`config.mk`:
```
export PLATFORM = sky130hd
export DESIGN_NAME = edge_watch_irq
export DESIGN_NICKNAME = d
export VERILOG_FILES = /design/src/rtl/edw_pkg.sv /design/src/rtl/edw_sync_det.sv /design/src/rtl/edw_qual.sv /design/src/rtl/edge_watch_irq.sv
export SDC_FILE = /design/constraint.sdc
export NUM_CORES = 1
export LEC_CHECK = 0
export BUFFER_PORTS_ARGS = -buffer_cell sky130_fd_sc_hd__buf_2
export CORE_MARGIN = 8
export CORE_UTILIZATION = 57
export DETAILED_ROUTE_END_ITERATION = 16
export PLACE_DENSITY = 0.82
export SYNTH_ARGS = -nofsm -noshare
export SYNTH_HDL_FRONTEND = slang
export SYNTH_SLANG_ARGS = --single-unit
```
`constraint.sdc`:
```
create_clock -name clk -period 3.1 [get_ports clk]
set_input_delay 0.62 -clock clk [delete_from_list [all_inputs] [get_ports clk]]
set_output_delay 0.62 -clock clk [all_outputs]
set_load 0.01 [all_outputs]
```
`src/rtl/edw_pkg.sv`:
```
// Package: shared register map constants and the control register layout
// for the edge-triggered interrupt controller.
package edw_pkg;

    // Fixed register addresses (host software decodes these).
    localparam int ADDR_ID     = 'h00;
    localparam int ADDR_CLR    = 'h01;
    localparam int ADDR_STATUS = 'h02;
    localparam int ADDR_CTRL   = 'h03;

    // Per-port register window.
    localparam int PORT_BASE   = 'h40;
    localparam int PORT_STRIDE = 'h10;
    localparam int OFF_RISE    = 2;
    localparam int OFF_FALL    = 3;

    // Clear register bit positions.
    localparam int CLR_EDGE_BIT = 0;
    localparam int CLR_OVF_BIT  = 2;

    // Control register: bit 0 edge_ie ... bit 4 fall_en.
    typedef struct packed {
        logic fall_en;
        logic rise_en;
        logic master_en;
        logic ovf_ie;
        logic edge_ie;
    } ctrl_t;

    // Address of a register inside the window of port p.
    function automatic int port_reg_addr(input int p, input int off);
        return PORT_BASE + PORT_STRIDE * p + off;
    endfunction

endpackage

```
`src/rtl/edw_sync_det.sv`:
```
// Module: edw_sync_det
// Brings one port of asynchronous lines into the clock domain with two
// flops, then compares the synchronized sample with the previous one to
// flag per-line rising and falling transitions.
// Assumes: lines are quasi-static relative to clk; reset is synchronous.
module edw_sync_det #(
    parameter int LINE_W = 8
) (
    input  logic              clk,
    input  logic              rst_n,
    input  logic [LINE_W-1:0] din,
    output logic [LINE_W-1:0] rise,
    output logic [LINE_W-1:0] fall
);

    logic [LINE_W-1:0] meta_q;
    logic [LINE_W-1:0] sync_q;
    logic [LINE_W-1:0] prev_q;

    // Two-flop synchronizer followed by a history register.
    always_ff @(posedge clk) begin
        if (!rst_n) begin
            meta_q <= '0;
            sync_q <= '0;
            prev_q <= '0;
        end else begin
            meta_q <= din;
            sync_q <= meta_q;
            prev_q <= sync_q;
        end
    end

    // Transition detection from current versus previous sample.
    always_comb begin
        rise = sync_q & ~prev_q;
        fall = ~sync_q & prev_q;
    end

endmodule

```
`src/rtl/edw_qual.sv`:
```
// Module: edw_qual
// Qualifies one port's transitions with its per-line masks and the
// global direction enables, and reduces them to one hit bit.
// Assumes: inputs are single-cycle transition pulses.
module edw_qual #(
    parameter int LINE_W = 8
) (
    input  logic [LINE_W-1:0] rise,
    input  logic [LINE_W-1:0] fall,
    input  logic [LINE_W-1:0] rise_mask,
    input  logic [LINE_W-1:0] fall_mask,
    input  logic              rise_en,
    input  logic              fall_en,
    output logic              hit
);

    // A line counts when its direction is enabled both per bit and globally.
    always_comb begin
        hit = (rise_en && |(rise & rise_mask)) ||
              (fall_en && |(fall & fall_mask));
    end

endmodule

```
`src/rtl/edge_watch_irq.sv`:
```
// Module: edge_watch_irq (top)
// Register-mapped controller that turns masked transitions on several
// input ports into sticky edge/overflow flags and one level interrupt.
// Assumes: one bus access per strobe; registers are 8 bits wide;
// LINE_W <= 8; synchronous active-low reset.
module edge_watch_irq #(
    parameter int         NUM_PORTS = 2,
    parameter int         LINE_W    = 8,
    parameter int         ADDR_W    = 8,
    parameter logic [7:0] ID_VALUE  = 8'hA5
) (
    input  logic                        clk,
    input  logic                        rst_n,
    input  logic [ADDR_W-1:0]           addr,
    input  logic [7:0]                  wr_data,
    input  logic                        wr_en,
    input  logic                        rd_en,
    output logic [7:0]                  rd_data,
    input  logic [NUM_PORTS*LINE_W-1:0] port_in,
    output logic                        irq
);
    import edw_pkg::*;

    localparam int CTRL_W = $bits(ctrl_t);

    ctrl_t                 ctrl_q;
    logic                  edge_q;
    logic                  ovf_q;
    logic [LINE_W-1:0]     rmask_q [NUM_PORTS];
    logic [LINE_W-1:0]     fmask_q [NUM_PORTS];
    logic [NUM_PORTS-1:0]  port_hit;
    logic                  hit;
    logic                  wr_ctrl;
    logic                  wr_clr;
    logic                  cause;
    logic [7:0]            rd_mux;

    // Decode of the fixed-address write targets.
    always_comb begin
        wr_ctrl = wr_en && (addr == ADDR_W'(ADDR_CTRL));
        wr_clr  = wr_en && (addr == ADDR_W'(ADDR_CLR));
    end

    // Per-port detection, qualification and mask storage.
    for (genvar p = 0; p < NUM_PORTS; p++) begin : g_port
        logic [LINE_W-1:0] rise;
        logic [LINE_W-1:0] fall;

        edw_sync_det #(.LINE_W(LINE_W)) u_det (
            .clk  (clk),
            .rst_n(rst_n),
            .din  (port_in[p*LINE_W +: LINE_W]),
            .rise (rise),
            .fall (fall)
        );

        edw_qual #(.LINE_W(LINE_W)) u_qual (
            .rise     (rise),
            .fall     (fall),
            .rise_mask(rmask_q[p]),
            .fall_mask(fmask_q[p]),
            .rise_en  (ctrl_q.rise_en),
            .fall_en  (ctrl_q.fall_en),
            .hit      (port_hit[p])
        );

        // Mask registers of this port, written at their window offsets.
        always_ff @(posedge clk) begin
            if (!rst_n) begin
                rmask_q[p] <= '0;
                fmask_q[p] <= '0;
            end else if (wr_en) begin
                if (addr == ADDR_W'(port_reg_addr(p, OFF_RISE)))
                    rmask_q[p] <= wr_data[LINE_W-1:0];
                if (addr == ADDR_W'(port_reg_addr(p, OFF_FALL)))
                    fmask_q[p] <= wr_data[LINE_W-1:0];
            end
        end
    end

    assign hit = |port_hit;

    // Control register write.
    always_ff @(posedge clk) begin
        if (!rst_n)       ctrl_q <= '0;
        else if (wr_ctrl) ctrl_q <= ctrl_t'(wr_data[CTRL_W-1:0]);
    end

    // Sticky flags: a new qualifying edge takes priority over a clear.
    always_ff @(posedge clk) begin
        if (!rst_n) begin
            edge_q <= 1'b0;
            ovf_q  <= 1'b0;
        end else begin
            if (hit)                                 edge_q <= 1'b1;
            else if (wr_clr && wr_data[CLR_EDGE_BIT]) edge_q <= 1'b0;

            if (hit && edge_q)                       ovf_q <= 1'b1;
            else if (wr_clr && wr_data[CLR_OVF_BIT])  ovf_q <= 1'b0;
        end
    end

    // Interrupt summary from flags and their enables.
    always_comb begin
        cause = (edge_q && ctrl_q.edge_ie) || (ovf_q && ctrl_q.ovf_ie);
        irq   = ctrl_q.master_en && cause;
    end

    // Read multiplexer over fixed registers and the port windows.
    always_comb begin
        rd_mux = 8'h00;
        if (addr == ADDR_W'(ADDR_ID))     rd_mux = ID_VALUE;
        if (addr == ADDR_W'(ADDR_STATUS)) rd_mux = {5'b0, irq, ovf_q, edge_q};
        if (addr == ADDR_W'(ADDR_CTRL))   rd_mux = 8'(ctrl_q);
        for (int p = 0; p < NUM_PORTS; p++) begin
            if (addr == ADDR_W'(port_reg_addr(p, OFF_RISE))) rd_mux = 8'(rmask_q[p]);
            if (addr == ADDR_W'(port_reg_addr(p, OFF_FALL))) rd_mux = 8'(fmask_q[p]);
        end
    end

    // Registered read data, updated only on a read strobe.
    always_ff @(posedge clk) begin
        if (!rst_n)     rd_data <= 8'h00;
        else if (rd_en) rd_data <= rd_mux;
    end

endmodule

```
==> flow_summary_export.csv, run 1 <==
group,metric,value,unit
detailed_routing,first_iter_violations,223,
logic_synthesis,synthesis.nets,394,
critical_path,critical_path.top_delay_family,"simple AND/OR/NAND/NOR gates",
pwr,switchingPower,546.2,uW
cts,cts_hold_buf,0,
timing,post-route-period-util,0.6186,
critical_path,cpPeakStageDelay,0.48,ns
global_route,gr-total-overflow,0,
die,fp.dieW,98.94,um
pwr,p_leak,0.001728,uW
layout,layout-drive-gt1-share,0.1907,
place,placed_area,0.004215,mm^2
critical_path,path_cells,"buf_2 -> nor3b_4 -> nand4_2 -> nor3_2 -> and2_1",
layout,instances_no_fill,489,
layout,n_fill_cell,552,
global_route,grt_pass1_vias,2775,
logic_synthesis,yosys.area.top_type,"dfxtp_1",
detailed_routing,vias,2906,
die,dieArea,0.009789,mm^2
logic_synthesis,synthTopCellsByArea,"dfxtp_1 32%, edfxtp_1 25%, and2_1 13%",
logic_synthesis,ys_seq_elements,95,
cts,cts-buffers-inserted,9,
timing,tns,0,ns
critical_path,critPathKind,"input port to register",
pwr,p_clk_frac,0.355,
timing,worst_pin_slew,0.6249,ns
detailed_routing,dr.pass1.iters,4,
timing,slew_viol_final,0,
logic_synthesis,syn_avg_cell_area,10.95,um^2
timing,rsz0062_at_grt,"false",
die,row_count,30,
detailed_routing,route.antenna.remaining_nets,0,
place,io_buffer_count,44,
pwr,p_seq_frac,0.580,
critical_path,endpoint_kind,"register",
outcome,outcome,"completed",
logic_synthesis,yosysWarnings,0,
logic_synthesis,syn-cell-area,0.003921,mm^2
die,core,0.006719,mm^2
critical_path,required,3.33,ns
pwr,power_density,530.7,mW/mm^2
critical_path,start_kind,"input port",
flow_run,drv_cap,0,
layout,seqCellArea,0.002222,mm^2
cts,cts_setup_buffers,0,
critical_path,crit_end,"rmask_q[1][1]",
critical_path,cp-startpoint,"addr[1]",
die,start_util,0.5836,
critical_path,timing.rr.start,"fmask_q[0][0]",
timing,slew_headroom,0.5796,
layout,nets,440,
place,gp_congestion,0.9289,
layout,final_util,0.6577,
place,hpwlAfterDp,7.029,mm
layout,multi_input_area,0.001602,mm^2
global_route,grt_pass1_wl,14.52,mm
layout,fin_area,0.004419,mm^2
pwr,internal-power,1799,uW
cts,cts.clk_slew.worst_paths,0.09,ns
cts,cts_tree,"done",
cts,cts_root_buffer,"clkbuf_8",
timing,max_freq,521.5,MHz
cts,cts_resized,0,
die,io_pins,45,
detailed_routing,wl_per_cell,19.04,um
cts,clock_sinks,95,
die,die_h,98.94,um
pwr,comb_power_share,0.065,
critical_path,reg2reg_to,"edge_q",
timing,hold_violations,0,
critical_path,worstPathArrival,2.14,ns
logic_synthesis,synth_cell_type_count,44,
critical_path,cp_slowest_cell,"nor3_2",
pwr,switching_share,0.2329,
cts,htreeDepth,3,
timing,post-route-min-period,1.918,ns
logic_synthesis,ys_seq_area_frac,0.5667,
layout,diodes,0,
global_route,grt_max_degree,49,
cts,clockBufferDepth,2,
layout,area_delta_synth_final,12.70,%
critical_path,critPathMaxFanout,9,
critical_path,worst-path-stages,5,
detailed_routing,wl,9.312,mm
logic_synthesis,syn_inst,358,
timing,finalSetupViolCount,0,
pwr,ir_drop,0.0004294,V
cts,clkLatencyLatePin,0.36,ns
detailed_routing,drc,0,
critical_path,cp_num_buf_inv,1,
timing,hold_slack,0.4374,ns
global_route,grt_use_total,0.1960,
critical_path,r2r_cells,5,
timing,finClkSkew,0.01231,ns
detailed_routing,routed_via_density,5.943,
logic_synthesis,synth_top_area_frac,0.3216,
global_route,antenna_found_initial,0,
hold_path,hold_class,"register to register",
place,dp.cells,473,
critical_path,r2r_slack,1.31,ns
==> sequential cells by signal (all words and copies together) (netlist names) <==
signal / cells
g_port.u_det.meta_q: 16
edge_q: 1
rmask_q: 16
fmask_q: 16
ctrl_q: 5
g_port.u_det.sync_q: 16
ovf_q: 1
rd_data: 8
g_port.u_det.prev_q: 16
==> layout make-up <==
class | count | area share
clock buffer | 11 | 0.03199
sequential | 95 | 0.5028
inverter | 7 | 0.005946
timing repair buffer | 50 | 0.06002
multi-input combinational | 241 | 0.3624
tap | 80 | 0.02265
clock inverter | 5 | 0.01416
==> logic make-up after synthesis <==
| logic type | share of synthesized area |
|---|---|
| buffers and inverters | 0.02489 |
| AOI/OAI and AO/OA | 0.06892 |
| DFF | 0.5667 |
| muxes | 0.03669 |
| and+or+nand+nor | 0.3028 |
==> layer usage <==
| layer | GRT usage | wire, um | vias to the layer above |
|---|---|---|---|
| li1 | - | - | 1356 |
| met1 | 0.2414 | 3941 | 1363 |
| met2 | 0.3077 | 4285 | 150 |
| met3 | 0.05074 | 744 | 37 |
| met4 | 0.1039 | 340 | 0 |
| met5 | 0 | 0 | - |
==> power by group through the flow <==
stage,clock (uW),sequential [uW],combinational (uW)
after global routing,891,1370,166
final,832,1360,152
after floorplan,0,1380,91.2
after detailed placement,0,1390,151
after CTS,844,1360,151
after global placement,0,1390,147
==> cells in the final DEF (no fill, tap or decap), drive strengths merged, types with 11 or more instances in the layout <==
master  count
dfxtp      63
edfxtp     32
nand4      12
nand3b     33
and2       81
clkbuf     11
buf        50
mux2i      11
nand2      15
nor2       17
==> Yosys cell counts <==
cell and number:
a2111oi_4 1, a211oi_1 1, a21oi_1 8, a22oi_1 1, a31oi_1 4, and2_1 81, and3_1 1, buf_2 6
buf_6 1, clkbuf_1 8, dfxtp_1 63, edfxtp_1 32, inv_1 7, mux2_2 1, mux2i_1 11, mux4_2 1
nand2_1 15, nand2b_1 7, nand3_1 4, nand3b_1 33, nand4_1 11, nand4_2 1, nand4b_1 1, nor2_1 17
nor2b_1 4, nor3_1 4, nor3_2 2, nor3b_4 1, nor4_1 2, o2111ai_1 1, o21a_1 2, o21ai_0 7
o221a_2 1, o221ai_1 4, o22ai_1 1, o311ai_0 1, o31ai_1 1, o32ai_1 3, o41ai_1 1, or2_2 3
or3_1 1, or3_4 1, or3b_1 1, or4_4 1
==> metrics by stage <==
stage          total power [uW]  worst slack (ns)
6_report                   2345             1.182
2_1_floorplan              1467            0.7297
3_3_place_gp               1535            0.9051
3_5_place_dp               1540            0.8733
5_1_grt                    2423             1.064
4_1_cts                    2355             1.215
==> how the worst min path moves through the flow <==
stage / from / to / depth (start not counted)
after global placement: g_port[1].u_det.meta_q[7] / g_port[1].u_det.sync_q[7] / 1
after global routing: g_port[0].u_det.meta_q[5] / g_port[0].u_det.sync_q[5] / 1
after CTS: g_port[1].u_det.meta_q[2] / g_port[1].u_det.sync_q[2] / 1
after detailed placement: g_port[0].u_det.meta_q[0] / g_port[0].u_det.sync_q[0] / 1
after floorplan: g_port[0].u_det.meta_q[0] / g_port[0].u_det.sync_q[0] / 1
final: g_port[0].u_det.meta_q[5] / g_port[0].u_det.sync_q[5] / 1
Power figures use the tool's default switching activity.
==> run 2: changes to the inputs <==
--- a/config.mk
+++ b/config.mk
@@ -5,11 +5,12 @@
 export SDC_FILE = /design/constraint.sdc
 export NUM_CORES = 1
 export LEC_CHECK = 0
+export ABC_AREA = 1
 export BUFFER_PORTS_ARGS = -buffer_cell sky130_fd_sc_hd__buf_2
 export CORE_MARGIN = 8
-export CORE_UTILIZATION = 57
+export CORE_UTILIZATION = 52
 export DETAILED_ROUTE_END_ITERATION = 16
-export PLACE_DENSITY = 0.82
+export PLACE_DENSITY = 0.79
 export SYNTH_ARGS = -nofsm -noshare
 export SYNTH_HDL_FRONTEND = slang
 export SYNTH_SLANG_ARGS = --single-unit
==> constraint.sdc (replaced) <==
create_clock -name clk -period 1.6 [get_ports clk]
set_input_delay 0.32 -clock clk [delete_from_list [all_inputs] [get_ports clk]]
set_output_delay 0.32 -clock clk [all_outputs]
set_load 0.01 [all_outputs]
==> run 2 against run 1 <==
  * Combinational power is 78% higher
  * Global-route usage is 1.2 points lower
  * Synthesized area down 1.2%
  * Die area up 6.9%
  * Core utilization fell by 4.1 points
  * Critical path depth is 2 lower
  * Critical path type is now register to output pin
  * Critical endpoint is now irq
==> flow_summary_export.csv, run 2 <==
group,metric,value,unit
die,dieArea,0.01046,mm^2
cts,cts_tree,"done",
die,fp.dieW,102.3,um
critical_path,worstPathArrival,1.16,ns
logic_synthesis,syn-cell-area,0.003872,mm^2
global_route,met3_usage,0.05995,
logic_synthesis,synth-edff-count,32,
pwr,p_clk_frac,0.348,
cts,clockBufferDepth,2,
die,start_util,0.5368,
timing,finClkSkew,0.01073,ns
flow_run,drv_cap,0,
critical_path,required,1.28,ns
global_route,grt_max_degree,29,
place,gp_congestion,0.8891,
detailed_routing,first_iter_violations,313,
logic_synthesis,yosys.area.top_type,"dfxtp_1",
logic_synthesis,synthTopCellsByArea,"dfxtp_1 33%, edfxtp_1 25%, nand2_1 12%",
pwr,p_total,4466,uW
critical_path,endpoint_kind,"output pin",
logic_synthesis,synthesis.nets,521,
logic_synthesis,synth_compound_area_frac,0.04782,
logic_synthesis,synth_cell_type_count,25,
timing,hold_violations,0,
layout,n_fill_cell,637,
layout,multi_input_area,0.001240,mm^2
pwr,switching_share,0.2411,
global_route,grt.busiest_layer,"met2",
critical_path,r2r_slack,0.18,ns
layout,diodes,0,
critical_path,timing.rr.start,"rmask_q[0][7]",
hold_path,min-delay-start,"port_in[9]",
pwr,p_leak,0.002307,uW
timing,hold_slack,0.1282,ns
detailed_routing,wl_per_cell,13.72,um
hold_path,whs_path_depth,3,
cts,cts.clk_slew.worst_paths,0.09,ns
detailed_routing,dr.pass1.iters,5,
global_route,use_met2,0.2854,
detailed_routing,routed_via_density,4.957,
critical_path,start_kind,"register",
detailed_routing,drc,0,
pwr,internal-power,3389,uW
cts,clkLatencyLatePin,0.37,ns
die,io_pins,45,
timing,post-route-min-period,1.476,ns
timing,max_freq,677.7,MHz
cts,cts_setup_buffers,0,
timing,post-route-period-util,0.9222,
layout,layout-drive-gt1-share,0.1630,
hold_path,min_to,"g_port[1].u_det.meta_q[1]",
pwr,ir_drop,0.0005387,V
logic_synthesis,yosysMostFrequentCell,"nand2_1",
place,dp.cells,629,
detailed_routing,route.antenna.remaining_nets,0,
timing,finalSetupViolCount,0,
global_route,antenna_found_initial,0,
timing,slew_viol_final,0,
layout,seqCellArea,0.002222,mm^2
logic_synthesis,synth-adder-area-share,0,
layout,fin_area,0.004449,mm^2
cts,htreeDepth,3,
global_route,gr-total-overflow,0,
timing,worst_pin_slew,0.4034,ns
logic_synthesis,async_flop_share,0,
layout,area_delta_synth_final,14.90,%
pwr,power_density,1004,mW/mm^2
global_route,grt_pass1_vias,3007,
die,core,0.007214,mm^2
outcome,outcome,"completed",
detailed_routing,vias,3197,
global_route,met1_usage,0.2300,
pwr,comb_power_share,0.061,
place,placed_area,0.004252,mm^2
logic_synthesis,synth_commonest_cells,"123 x nand2_1, 92 x inv_1, 67 x nor2_1, 63 x dfxtp_1, 35 x nand3_1",
logic_synthesis,synthFlopType,"dfxtp_1",
pwr,p_seq_frac,0.591,
critical_path,critPathKind,"register to output pin",
hold_path,hold_class,"input port to register",
logic_synthesis,ys_seq_area_frac,0.5738,
layout,nets,577,
cts,cts_hold_buf,0,
place,io_buffer_count,44,
timing,slew_headroom,0.7311,
critical_path,reg2reg_to,"ovf_q",
timing,rsz0062_at_grt,"false",
logic_synthesis,synthMuxAreaShare,0,
cts,cts-buffers-inserted,9,
detailed_routing,wl,8.852,mm
critical_path,critPathMaxFanout,4,
layout,final_cell_mix,"123 x nand2_1, 92 x inv_1, 67 x nor2_1",
logic_synthesis,synth_xor_area_frac,0,
logic_synthesis,syn_avg_cell_area,7.984,um^2
critical_path,r2r_cells,10,
critical_path,cp-startpoint,"edge_q",
logic_synthesis,ys_seq_elements,95,
pwr,switchingPower,1077,uW
die,die_h,102.3,um
timing,tns,0,ns
die,row_count,31,
logic_synthesis,syn_inst,485,
logic_synthesis,yosysWarnings,0,
cts,clock_sinks,95,
layout,instances_no_fill,645,
global_route,grt_use_total,0.1837,
logic_synthesis,synth-simple-area-share,0.2724,
global_route,grt_pass1_wl,14.40,mm
layout,final_common_cell,"nand2_1",
logic_synthesis,synth_top_family_by_area,"simple AND/OR/NAND/NOR gates",
place,hpwlAfterDp,6.723,mm
cts,cts_root_buffer,"clkbuf_8",
logic_synthesis,synth_top_area_frac,0.3257,
run 2: changes by cell type after synthesis, sizes merged, moves of 4 or more:
cell,before,now
nand3b,33,5
buf,7,2
nand2b,7,0
nand4,12,4
o21ai,7,16
a21oi,8,12
and2,81,0
o221ai,4,0
mux2i,11,0
nand3,4,39
nor2,17,70
nor2b,4,0
inv,7,98
nand2,15,127
run 2: worst max-delay path by stage:
stage | end | slack (ns) | cells past startpoint
after floorplan | fmask_q[0][0] | 0.02 | 5
after global placement | rmask_q[0][4] | 0.07 | 7
after detailed placement | rmask_q[0][1] | 0.05 | 7
after CTS | irq | 0.03 | 3
after global routing | irq | 0.02 | 3
final | irq | 0.12 | 3
run 2: cell type report:
type                       instances  share of cell area
clock buffer                      11             0.03656
clock inverter                     5            0.007874
inverter                         100             0.08493
multi-input combinational        282              0.2787
sequential                        95              0.4994
tap                               99             0.02784
timing repair buffer              53             0.06468
run 2: metrics by stage:
| stage | worst slack (ns) | util |
|---|---|---|
| after floorplan | 0.01772 | - |
| after global placement | 0.07411 | 0.5893 |
| after detailed placement | 0.05497 | 0.5893 |
| after CTS | 0.03329 | 0.6167 |
| after global routing | 0.01955 | 0.6167 |
| final | 0.1244 | 0.6167 |
run 2: worst max-delay path, cell delays in order (launching register included):
cell      delay, ns
dfxtp_1        0.39
nand2_1        0.06
a21boi_1       0.17
buf_2          0.16
run 2: timing repair:
action | CTS | global route
endpoints found under the setup margin | 0 | 1
hold endpoints to repair | 0 | 0
resized for setup | 0 | 1
run 2: layer usage:
layer | wire length [um] | share of wire
met4 | 192 | 0.022
met2 | 4103 | 0.46
met1 | 3787 | 0.43
met5 | 0 | 0
met3 | 768 | 0.087
run 2: cells by family after synthesis:
kind of cell,Yosys count
flip-flops,95
AND/OR/NAND/NOR,248
AO/OA/AOI/OAI,34
buffers and inverters,108
run 2: power groups by stage:
stage,Combinational (uW),Clock (uW),Sequential [uW]
floorplan,152,0,2670
global placement,260,0,2690
detailed placement,269,0,2690
CTS,271,1580,2640
global route,308,1710,2650
finish,270,1560,2640
==> run 3: changes to the inputs <==
--- a/config.mk
+++ b/config.mk
@@ -11,6 +11,7 @@
 export CORE_UTILIZATION = 52
 export DETAILED_ROUTE_END_ITERATION = 16
 export PLACE_DENSITY = 0.79
+export RECOVER_POWER = 50
 export SYNTH_ARGS = -nofsm -noshare
 export SYNTH_HDL_FRONTEND = slang
 export SYNTH_SLANG_ARGS = --single-unit
==> run 3 against run 2 <==
  * Via count rose by 0.13%
  * Global-route usage did not move
  * Die area did not move
  * Critical path depth did not move
  * Highest routed layer unchanged
  * Clock skew rose by 0.0011 ns
  * Cell count did not move
  * Flip-flop and latch count did not move
  * Largest power group unchanged
  * First-iteration DRC count rose by 5.8%
  * Power barely moved
  * Maximum frequency fell by 0.66%
  * Core utilization fell by 0.36 points
  * Sequential share of layout area rose by 0.30 points
==> flow_summary_export.csv, run 3 (synthesized netlist as in run 2, its figures left out) <==
group,metric,value,unit
outcome,outcome,"completed",
critical_path,worstPathArrival,1.17,ns
cts,clock_sinks,95,
die,die_h,102.3,um
timing,post-route-min-period,1.485,ns
timing,worst_pin_slew,0.9051,ns
timing,tns,0,ns
cts,cts_resized,0,
place,dpl_worst_slack,0.05497,ns
cts,cts_hold_buf,0,
detailed_routing,vias,3201,
detailed_routing,route.antenna.remaining_nets,0,
critical_path,r2r_slack,0.17,ns
detailed_routing,routed_via_density,4.963,
critical_path,worst-path-stages,3,
layout,diodes,0,
die,row_count,31,
timing,post-route-period-util,0.9284,
pwr,p_leak,0.002302,uW
layout,n_fill_cell,641,
global_route,grt_pass1_vias,3007,
critical_path,path_cells,"nand2_1 -> a21boi_1 -> buf_2",
flow_run,drv_cap,0,
cts,cts.clk_slew.worst_paths,0.10,ns
critical_path,reg2reg_to,"ovf_q",
critical_path,start_kind,"register",
global_route,grt.busiest_layer,"met2",
die,core,0.007214,mm^2
critical_path,endpoint_kind,"output pin",
timing,hold_slack,0.1276,ns
layout,final_cell_mix,"123 x nand2_1, 92 x inv_1, 68 x nor2_1",
cts,cts_tree,"done",
timing,finClkSkew,0.01185,ns
critical_path,required,1.28,ns
timing,slew_viol_final,0,
layout,area_delta_synth_final,14.22,%
die,start_util,0.5368,
critical_path,critical_path.top_delay_family,"flip-flops",
timing,rsz0062_at_grt,"false",
critical_path,critPathMaxFanout,3,
place,gp_congestion,0.8891,
critical_path,r2r_cells,10,
layout,seqCellArea,0.002222,mm^2
global_route,antenna_found_initial,0,
timing,worst_slack,0.1146,ns
cts,cts_setup_buffers,0,
detailed_routing,dr.pass1.iters,5,
die,fp.dieW,102.3,um
cts,htreeDepth,3,
place,hpwlAfterDp,6.723,mm
layout,multi_input_area,0.001222,mm^2
global_route,grt_max_degree,29,
detailed_routing,first_iter_violations,331,
critical_path,cp_slowest_cell,"dfxtp_1",
detailed_routing,wl,8.895,mm
critical_path,crit_end,"irq",
critical_path,cpPeakStageDelay,0.37,ns
global_route,met3_usage,0.05995,
timing,hold_violations,0,
detailed_routing,drc,0,
timing,slew_headroom,0.3966,
timing,finalSetupViolCount,0,
layout,final_common_cell,"nand2_1",
critical_path,cp_num_buf_inv,1,
cts,clkLatencyLatePin,0.37,ns
cts,cts-buffers-inserted,9,
critical_path,cp-startpoint,"ctrl_q[1]",
detailed_routing,wl_per_cell,13.79,um
pwr,power_density,1010,mW/mm^2
global_route,grt_pass1_wl,14.40,mm
critical_path,timing.rr.start,"rmask_q[0][7]",
global_route,use_met2,0.2854,
cts,cts_root_buffer,"clkbuf_8",
layout,layout-drive-gt1-share,0.1538,
global_route,grt_use_total,0.1837,
layout,nets,577,
cts,clockBufferDepth,2,
place,io_buffer_count,44,
pwr,ir_drop,0.0005379,V
hold_path,hold_class,"input port to register",
die,io_pins,45,
global_route,met1_usage,0.2300,
global_route,gr-total-overflow,0,
timing,max_freq,673.2,MHz
critical_path,critPathKind,"register to output pin",
die,dieArea,0.01046,mm^2
==> run 3: how the worst min path moves through the flow <==
stage                                            to  cells past startpoint                      start  slack [ns]
after CTS                 g_port[0].u_det.meta_q[1]                      3                 port_in[1]        0.12
after global routing      g_port[1].u_det.meta_q[5]                      3                port_in[13]        0.11
final                     g_port[1].u_det.meta_q[1]                      3                 port_in[9]        0.13
after global placement    g_port[0].u_det.sync_q[5]                      2  g_port[0].u_det.meta_q[5]        0.39
after floorplan           g_port[0].u_det.sync_q[0]                      2  g_port[0].u_det.meta_q[0]        0.39
after detailed placement  g_port[1].u_det.sync_q[4]                      2  g_port[1].u_det.meta_q[4]        0.40
==> run 3: tightest hold or removal path: stages <==
cell and delay, ns:
buf_2 0.07, nand2_1 0.04, inv_1 0.04
==> run 3: stage by stage <==
step	area [um^2]	std cells	util	power, uW
after floorplan	3872	485	-	2824
after CTS	4449	645	0.6167	4490
after detailed placement	4252	629	0.5893	2963
final	4423	645	0.6131	4465
after global routing	4423	645	0.6131	4662
after global placement	4252	629	0.5893	2952
==> run 3: report_power, final <==
part / internal [uW] / switching (uW)
logic: 94.1 / 173
registers: 2580 / 58.1
clock network: 710 / 848
total: 3390 / 1080
==> run 3: layout make-up <==
type | instances | share of cell area
Tap cell | 99 | 0.02801
Multi-Input combinational cell | 282 | 0.2764
Sequential cell | 95 | 0.5024
Timing Repair Buffer | 53 | 0.06308
Inverter | 100 | 0.08543
Clock buffer | 11 | 0.03678
Clock inverter | 5 | 0.007921
==> run 3: per-layer routing <==
| layer | vias up | routed length (um) |
|---|---|---|
| li1 | 1594 | - |
| met1 | 1437 | 3757 |
| met2 | 149 | 4035 |
| met3 | 21 | 844 |
| met4 | 0 | 257 |
| met5 | - | 0 |
